==> src/rtl/irq8_pkg.sv <==
// Shared definitions for the eight-line interrupt controller.
// Assumes the command byte encodings below are fixed by the software interface.
package irq8_pkg;
    typedef enum logic [2:0] {
        ST_IDLE = 3'd0,
        ST_W2   = 3'd1,
        ST_W3   = 3'd2,
        ST_W4   = 3'd3,
        ST_RUN  = 3'd4
    } init_st_t;

    localparam logic [7:0] EOI_CODE  = 8'h20;
    localparam int         START_BIT = 4;
    localparam int         SNGL_BIT  = 1;
endpackage

==> src/rtl/irq8_prio_pick.sv <==
// Finds the lowest-numbered set bit of a vector (index 0 ranks highest).
// Assumes nothing about the input; idx is 0 when none is set.
module irq8_prio_pick #(
    parameter int N = 8,
    localparam int IW = $clog2(N)
) (
    input  logic [N-1:0]  vec,
    output logic          any,
    output logic [IW-1:0] idx
);
    // Scan from the lowest rank upward so the highest-priority set bit wins.
    always_comb begin
        any = 1'b0;
        idx = '0;
        for (int i = N - 1; i >= 0; i--) begin
            if (vec[i]) begin
                any = 1'b1;
                idx = IW'(i);
            end
        end
    end
endmodule

==> src/rtl/irq8_init_seq.sv <==
// Setup sequencer: tracks the four-byte setup and holds the base, cascade flag and mask.
// Assumes one write per cycle; a start byte on the command port always restarts setup.
module irq8_init_seq
    import irq8_pkg::*;
#(
    parameter int N     = 8,
    parameter int VEC_W = 8,
    localparam int LW   = $clog2(N)
) (
    input  logic               clk,
    input  logic               rst_n,
    input  logic               wr_en,
    input  logic               wr_sel,
    input  logic [VEC_W-1:0]   wr_data,
    output logic               run,
    output logic               restart,
    output logic               casc_en,
    output logic [VEC_W-LW-1:0] base_hi,
    output logic [N-1:0]       mask
);
    init_st_t st_q;

    // A command byte with the start bit set begins a new setup.
    assign restart = wr_en && !wr_sel && wr_data[START_BIT];
    assign run     = (st_q == ST_RUN);

    // Step through the setup bytes, then route data writes to the mask.
    always_ff @(posedge clk) begin
        if (!rst_n) begin
            st_q    <= ST_IDLE;
            base_hi <= '0;
            casc_en <= 1'b0;
            mask    <= '0;
        end else if (restart) begin
            st_q    <= ST_W2;
            casc_en <= !wr_data[SNGL_BIT];
            mask    <= '0;
        end else if (wr_en && wr_sel) begin
            case (st_q)
                ST_W2: begin
                    base_hi <= wr_data[VEC_W-1:LW];
                    st_q    <= ST_W3;
                end
                ST_W3:   st_q <= ST_W4;
                ST_W4:   st_q <= ST_RUN;
                ST_RUN:  mask <= wr_data[N-1:0];
                default: st_q <= st_q;
            endcase
        end
    end
endmodule

==> src/rtl/irq8_core.sv <==
// Pending and in-service registers with fixed-priority arbitration.
// Assumes eoi only arrives while running; pending is held clear outside run.
module irq8_core #(
    parameter int N    = 8,
    localparam int LW  = $clog2(N)
) (
    input  logic          clk,
    input  logic          rst_n,
    input  logic [N-1:0]  irq_in,
    input  logic          run,
    input  logic          restart,
    input  logic [N-1:0]  mask,
    input  logic          ack,
    input  logic          eoi,
    output logic          int_out,
    output logic          take,
    output logic [LW-1:0] win_idx,
    output logic [N-1:0]  pend,
    output logic [N-1:0]  serv
);
    logic [N-1:0]  cand;
    logic          c_any, s_any;
    logic [LW-1:0] s_idx;
    logic [N-1:0]  win_oh, top_oh;

    assign cand = pend & ~mask;

    irq8_prio_pick #(.N(N)) i_pick_cand (.vec(cand), .any(c_any), .idx(win_idx));
    irq8_prio_pick #(.N(N)) i_pick_serv (.vec(serv), .any(s_any), .idx(s_idx));

    // Request goes out only when the best candidate outranks all lines in service.
    assign int_out = run && c_any && (!s_any || (win_idx < s_idx));
    assign take    = ack && int_out;
    assign win_oh  = take ? (N'(1) << win_idx) : '0;
    assign top_oh  = (eoi && s_any) ? (N'(1) << s_idx) : '0;

    // Latch request lines; the acknowledged line leaves the pending set.
    always_ff @(posedge clk) begin
        if (!rst_n || !run || restart) begin
            pend <= '0;
        end else begin
            pend <= (pend | irq_in) & ~win_oh;
        end
    end

    // Track lines being serviced; EOI retires the most urgent one.
    always_ff @(posedge clk) begin
        if (!rst_n || restart) begin
            serv <= '0;
        end else begin
            serv <= (serv & ~top_oh) | win_oh;
        end
    end
endmodule

==> src/rtl/irq_ctrl8.sv <==
// Top of the eight-line interrupt controller: write decode, vector build, cascade hand-off.
// Assumes the secondary controller on line 2 drives its own vector when sec_ack is high.
module irq_ctrl8
    import irq8_pkg::*;
#(
    parameter int NUM_LINES = 8,
    parameter int VEC_W     = 8,
    parameter int CASC_LINE = 2
) (
    input  logic                 clk,
    input  logic                 rst_n,
    input  logic [NUM_LINES-1:0] irq_in,
    input  logic                 wr_en,
    input  logic                 wr_sel,
    input  logic [VEC_W-1:0]     wr_data,
    input  logic                 ack,
    output logic                 int_out,
    output logic [VEC_W-1:0]     vec_out,
    output logic                 sec_ack,
    output logic [NUM_LINES-1:0] mask_rd
);
    localparam int LW = $clog2(NUM_LINES);

    logic                  run, restart, casc_en, eoi, take;
    logic [VEC_W-LW-1:0]   base_hi;
    logic [NUM_LINES-1:0]  mask, pend, serv;
    logic [LW-1:0]         win_idx;

    irq8_init_seq #(.N(NUM_LINES), .VEC_W(VEC_W)) i_init (
        .clk(clk), .rst_n(rst_n), .wr_en(wr_en), .wr_sel(wr_sel), .wr_data(wr_data),
        .run(run), .restart(restart), .casc_en(casc_en), .base_hi(base_hi), .mask(mask)
    );

    // End of interrupt is only honoured once setup is complete.
    assign eoi = run && wr_en && !wr_sel && (wr_data == EOI_CODE);

    irq8_core #(.N(NUM_LINES)) i_core (
        .clk(clk), .rst_n(rst_n), .irq_in(irq_in), .run(run), .restart(restart),
        .mask(mask), .ack(ack), .eoi(eoi), .int_out(int_out), .take(take),
        .win_idx(win_idx), .pend(pend), .serv(serv)
    );

    // Hand line CASC_LINE to the secondary controller in cascade mode, else build the vector.
    always_comb begin
        sec_ack = take && casc_en && (win_idx == LW'(CASC_LINE));
        if (take && !sec_ack) vec_out = {base_hi, win_idx};
        else                  vec_out = '0;
    end

    assign mask_rd = run ? mask : '1;
endmodule

==> config.mk <==
export PLATFORM = sky130hd
export DESIGN_NAME = irq_ctrl8
export DESIGN_NICKNAME = d
export VERILOG_FILES = /design/src/rtl/irq8_pkg.sv /design/src/rtl/irq8_prio_pick.sv /design/src/rtl/irq8_init_seq.sv /design/src/rtl/irq8_core.sv /design/src/rtl/irq_ctrl8.sv
export SDC_FILE = /design/constraint.sdc
export NUM_CORES = 1
export LEC_CHECK = 0
export BUFFER_PORTS_ARGS = -buffer_cell sky130_fd_sc_hd__buf_2
export CAP_MARGIN = 40
export CORE_MARGIN = 1
export CORE_UTILIZATION = 54
export CTS_BUF_LIST = sky130_fd_sc_hd__clkbuf_4 sky130_fd_sc_hd__clkbuf_8 sky130_fd_sc_hd__clkbuf_16
export DETAILED_ROUTE_END_ITERATION = 10
export PLACE_DENSITY_LB_ADDON = 0.15
export SLEW_MARGIN = 10
export SYNTH_ARGS = -nofsm -noshare
export SYNTH_HDL_FRONTEND = slang
export SYNTH_SLANG_ARGS = --single-unit
==> constraint.sdc <==
create_clock -name clk -period 3.41 [get_ports clk]
set_input_delay 0.341 -clock clk [delete_from_list [all_inputs] [get_ports clk]]
set_output_delay 0.341 -clock clk [all_outputs]
set_load 0.01 [all_outputs]
==> results of run 1 <==
[worst max-delay path, stage by stage (launching register included)]
cell and delay (ps):
dfxtp_1 330, nor2b_2 180, or4b_4 550, nor2b_1 170, ha_1 310, o31ai_1 90, a31oi_2 370, nor4_4 70
buf_4 160, and3_1 170, buf_2 130
[per-stage QoR]
stage	setup slack (ps)	util	hold WS [ps]	instance area, sq um
2_1_floorplan	480.7	-	439.1	1884
4_1_cts	0.2647	0.6633	230.9	2213
3_5_place_dp	218.6	0.6382	472.5	2130
3_3_place_gp	233.7	0.6367	456.6	2125
5_1_grt	46.23	0.6753	236.5	2253
6_report	190.8	0.6753	249.6	2253
[worst paths after layout]
kind	end	slack, ps	cells past startpoint
worst min-delay path	i_init.mask[6]	250	3
worst min register to register	i_init.mask[5]	490	2
worst max-delay path	vec_out[3]	190	10
worst max register to register	i_core.serv[0]	660	9
[repair_timing]
item / 4_1_cts / 5_1_grt
endpoints found under the hold margin: 0 / 0
pin swaps: 1 / 1
endpoints found under the setup margin: 9 / 9
gates resized for setup: 4 / 3
buffers inserted: 0 / 3
[cell usage in the layout, fill, tap and decap left out, types with 11 or more instances in the layout]
| cell type | instances |
|---|---|
| buf_2 | 39 |
| a21oi_1 | 11 |
| nand2_1 | 24 |
| nor2_1 | 12 |
| dfxtp_1 | 33 |
| o21ai_0 | 11 |
| o31ai_1 | 11 |
| nand2b_1 | 12 |
| nor2b_1 | 11 |
[state kept, by name, indices dropped and copies added (netlist names)]
register / count
i_core.serv: 8
i_init.mask: 8
i_init.st_q: 3
i_core.pend: 8
i_init.casc_en: 1
i_init.base_hi: 5
[layer usage]
metal  vias up  share of wire  track usage
li1        935              -            -
met3        14          0.074      0.06933
met4         0          0.020       0.1234
met2        91           0.47       0.4441
met1       860           0.43       0.3807
met5         -              0            0
[logic make-up after synthesis]
family / Yosys count
AOI/OAI and AO/OA: 63
adders and majority gates: 1
buffers and inverters: 11
DFF: 33
muxes: 5
and+or+nand+nor: 112
[power breakdown]
group	total, mW	internal, mW	switching (mW)
combinational	0.0329	0.0139	0.0190
sequential	0.389	0.387	0.00188
clock	0.232	0.0796	0.152
total	0.654	0.481	0.173
[cell type report]
class                   instances  area (sq um)  share of cell area
clock inverters                 3         22.52            0.009994
multi-input cells             181          1220              0.5414
clock buffers                   5         37.54             0.01666
repair buffers                 45         240.2              0.1066
flip-flops and latches         33         660.6              0.2932
inverters                       4         15.01            0.006663
well taps                      46         57.56             0.02554
==> results.yml, run 1 <==
drt:
  num_vias: 1900
  drt_first_pass_iters: 4
  wl_um: 5027
  drt_iter0_drc: 167
  wl_per_cell_um: 15.86
  ant_nets: 0
  drt-vias-per-instance: 5.994
  drc: 0
placed_design:
  place_hpwl_um: 3609
  gp_congestion: 0.8667
  portBuffers: 38
  placed_cells: 306
setup_path:
  reg2reg_from: "i_core.pend[4]"
  path_class: "reg -> out"
  crit_arrival_ps: 2880
  cp_max_fo: 5
  start_kind: "register"
  end_kind: "primary output"
  startpoint: "i_core.pend[4]"
  crit_required_ps: 3070
layout:
  syn_to_final_growth_pct: 19.59
  final_nets: 292
  final_cells: 317
  layout-drive-gt1-share: 0.2694
  fillCellCount: 329
  antenna_cells: 0
synth:
  synth-async-reset-ratio: 0
  syn_area_per_cell_sq_um: 8.375
  synth_top_family_by_area: "simple AND/OR/NAND/NOR gates"
  synthMuxAreaShare: 0.02656
  synthDistinctLibCells: 54
  synth_most_common_cell: "dfxtp_1"
  ys_ff_latch: 33
  synth-xor-area-share: 0
  yosys.area.top_type: "dfxtp_1"
  synth_common_cells: "33 x dfxtp_1, 24 x nand2_1, 12 x nand2b_1, 12 x nor2_1"
  yosys-top-cells-area: "dfxtp_1 35%, nand2_1 4.8%, o31ai_1 4.4%"
  synth_cells: 225
  synth.cell_area_sq_um: 1884
  synth_compound_gate_area_share: 0.2470
  yosysTopAreaCellShare: 0.3506
  synth_warnings: 0
  synth_flop_cell: "dfxtp_1"
  synthAdderAreaFrac: 0.006640
  synth_fp_nets: 247
  synth_seq_area_share: 0.3506
  synth-edff-count: 0
  yosys.area_share.simple: 0.3426
sta:
  min_period_ps: 3219
  report.final.slew_viol_count: 0
  post-route-period-util: 0.9440
  tightest_slew_ps: 608.1
  rsz0062_at_grt: "no"
  setup_viol: 0
  clock_skew_ps: 15.81
  setup_tns_ps: 0
  finalHoldViolations: 0
  relSlewSlack: 0.5903
  fmax_mhz: 310.6
job:
  maxCapViolCount: 0
floorplanning:
  fp.coreArea_sq_um: 3337
  rows: 21
  die_h_um: 61.07
  ios: 39
  start_util: 0.5647
  die-width_um: 61.07
  dieArea_sq_um: 3730
min_path:
  worstHoldStart: "wr_data[6]"
  hp-class: "in -> reg"
power:
  vdd_drop_max_mv: 0.2265
  p_per_area_nw_per_um2: 290.2
  p_leak_nw: 0.8639
  design_power_total_mw: 0.6539
global_route:
  grt-ovfl-total: 0
  grt.total_usage: 0.2865
  first_global_vias: 1639
  grt_max_degree: 22
  grt_first_pass_wirelength_um: 7707
  antenna_found_initial: 0
cts:
  clock-sinks: 33
  cts_root_buf: "clkbuf_4"
  cts_max_path_buffers: 2
  cts_tree: "yes"
  numCtsBuffers: 5
  htree_levels: 2
  clk_pin_slew_ps: 120
  clk-insertion-delay-late_ps: 350
  ctsHoldBuffers: 0
status:
  outcome: "finished clean"
Note: power is estimated with default switching activity, not from simulation.
==> run 2, diff against run 1 <==
Settings changed: CTS_BUF_LIST sky130_fd_sc_hd__clkbuf_4 sky130_fd_sc_hd__clkbuf_8 sky130_fd_sc_hd__clkbuf_16 to default, RECOVER_POWER from default to 100.
==> results.yml, run 2 (synthesis results as in run 1) <==
status:
  outcome: "finished clean"
global_route:
  antenna_found_initial: 0
  grt_max_degree: 22
  grt.total_usage: 0.2865
  grt_first_pass_wirelength_um: 7707
  grt-ovfl-total: 0
  first_global_vias: 1639
drt:
  highest_layer: "met4"
  drc: 0
  wl_um: 5004
  met1_length_um: 2176
  drt-vias-per-instance: 6.028
  drt_iter0_drc: 186
  num_vias: 1911
  drt_first_pass_iters: 4
  ant_nets: 0
  wl_met3_um: 323
  wl_per_cell_um: 15.79
  met2_length_um: 2428
layout:
  layout-drive-gt1-share: 0.2103
  syn_to_final_growth_pct: 17.53
  final_cell_mix: "33 x dfxtp_1, 28 x buf_2, 24 x nand2_1"
  top_regs: "i_core.pend x8, i_core.serv x8, i_init.mask x8"
  antenna_cells: 0
  final_common_cell: "dfxtp_1"
  final_nets: 292
power:
  p_leak_nw: 0.8251
  p_per_area_nw_per_um2: 295.5
  vdd_drop_max_mv: 0.2273
job:
  maxCapViolCount: 0
setup_path:
  max_stage_delay_ps: 560
  worstPathCellList: "nor2b_1 > or4b_4 > nor2b_1 > ha_1 > o2111a_1 > or3_1 > nor3_1 > clkbuf_1"
  start_kind: "register"
  crit_arrival_ps: 2900
  crit_required_ps: 3070
  slowest_stage: "or4b_4"
  path_class: "reg -> out"
  end_kind: "primary output"
  regToRegSetupSlack_ps: 550
  cpMostUsedCell: "nor2b_1"
  cp_max_fo: 4
sta:
  min_period_ps: 3242
  whs_ps: 248.6
  setup_tns_ps: 0
  report.final.slew_viol_count: 0
  setup_viol: 0
  fmax_mhz: 308.5
  rsz0062_at_grt: "no"
  post-route-period-util: 0.9507
  tightest_slew_ps: 821.3
  relSlewSlack: 0.4525
  finalHoldViolations: 0
  clock_skew_ps: 15.43
placed_design:
  gp_congestion: 0.8667
  place_hpwl_um: 3609
  portBuffers: 38
cts:
  clock-sinks: 33
  cts_max_path_buffers: 2
  cts_root_buf: "clkbuf_4"
  clk_pin_slew_ps: 120
  numCtsBuffers: 5
  ctsHoldBuffers: 0
  clk-insertion-delay-late_ps: 350
  htree_levels: 2
  cts_tree: "yes"
floorplanning:
  ios: 39
  die-width_um: 61.07
  dieArea_sq_um: 3730
  die_h_um: 61.07
  rows: 21
  fp.coreArea_sq_um: 3337
  start_util: 0.5647
min_path:
  hp-class: "in -> reg"
run 2: cell count changes in the layout (fill, tap and decap cells not counted), sizes merged:
| cell | change |
|---|---|
| buf | -16 |
| clkbuf | +16 |
run 2: what timing repair did:
item | CTS | global route
endpoints found under the setup margin | 9 | 9
buffers inserted | 0 | 3
pin swaps | 1 | 1
gates resized for setup | 4 | 3
gates cloned | 0 | 0
run 2: where the power goes:
part	switching [mW]	total (mW)	internal, mW
Combinational	0.0189	0.0326	0.0137
Clock	0.153	0.233	0.0796
Sequential	0.00174	0.389	0.387
Total	0.174	0.654	0.480
run 2: critical path: cells and delay by family (launching register included):
family | cells | cell delay (ps)
adders and majority gates | 1 | 320
buffers and inverters | 1 | 180
AOI/OAI and AO/OA | 1 | 220
and+or+nand+nor | 5 | 1510
DFF | 1 | 330
run 2: routing by layer:
| layer | vias to the layer above | GRT usage |
|---|---|---|
| met5 | - | 0 |
| met4 | 0 | 0.1234 |
| met3 | 8 | 0.06933 |
| met2 | 81 | 0.4441 |
| met1 | 885 | 0.3807 |
| li1 | 937 | - |
run 2: path summary, 6_finish.rpt:
kind	endpoint	startpoint	cells after the start
hold / removal	i_init.mask[6]	wr_data[6]	3
hold reg to reg	i_init.mask[4]	i_init.mask[4]	2
setup / recovery	sec_ack	i_core.pend[4]	8
setup reg to reg	i_core.serv[0]	i_core.pend[4]	9
run 2: per-stage QoR:
stage | cells | util | instance area (sq um) | setup slack [ps] | power [mW]
floorplan | 225 | - | 1884 | 480.7 | 0.4095
global placement | 305 | 0.6367 | 2125 | 233.7 | 0.4298
CTS | 314 | 0.6633 | 2213 | 0.2647 | 0.6581
finish | 317 | 0.6637 | 2215 | 168.1 | 0.6543
global route | 317 | 0.6637 | 2215 | 25.64 | 0.6790
detailed placement | 306 | 0.6382 | 2130 | 218.6 | 0.4300
run 2: area by class of cell:
class,instances,area (sq um)
inverter,4,15.01
fill,341,1122
timing repair buffer,45,214.0
clock buffer,5,37.54
multi-input combinational,181,1207
tap,46,57.56
clock inverter,3,22.52
sequential,33,660.6
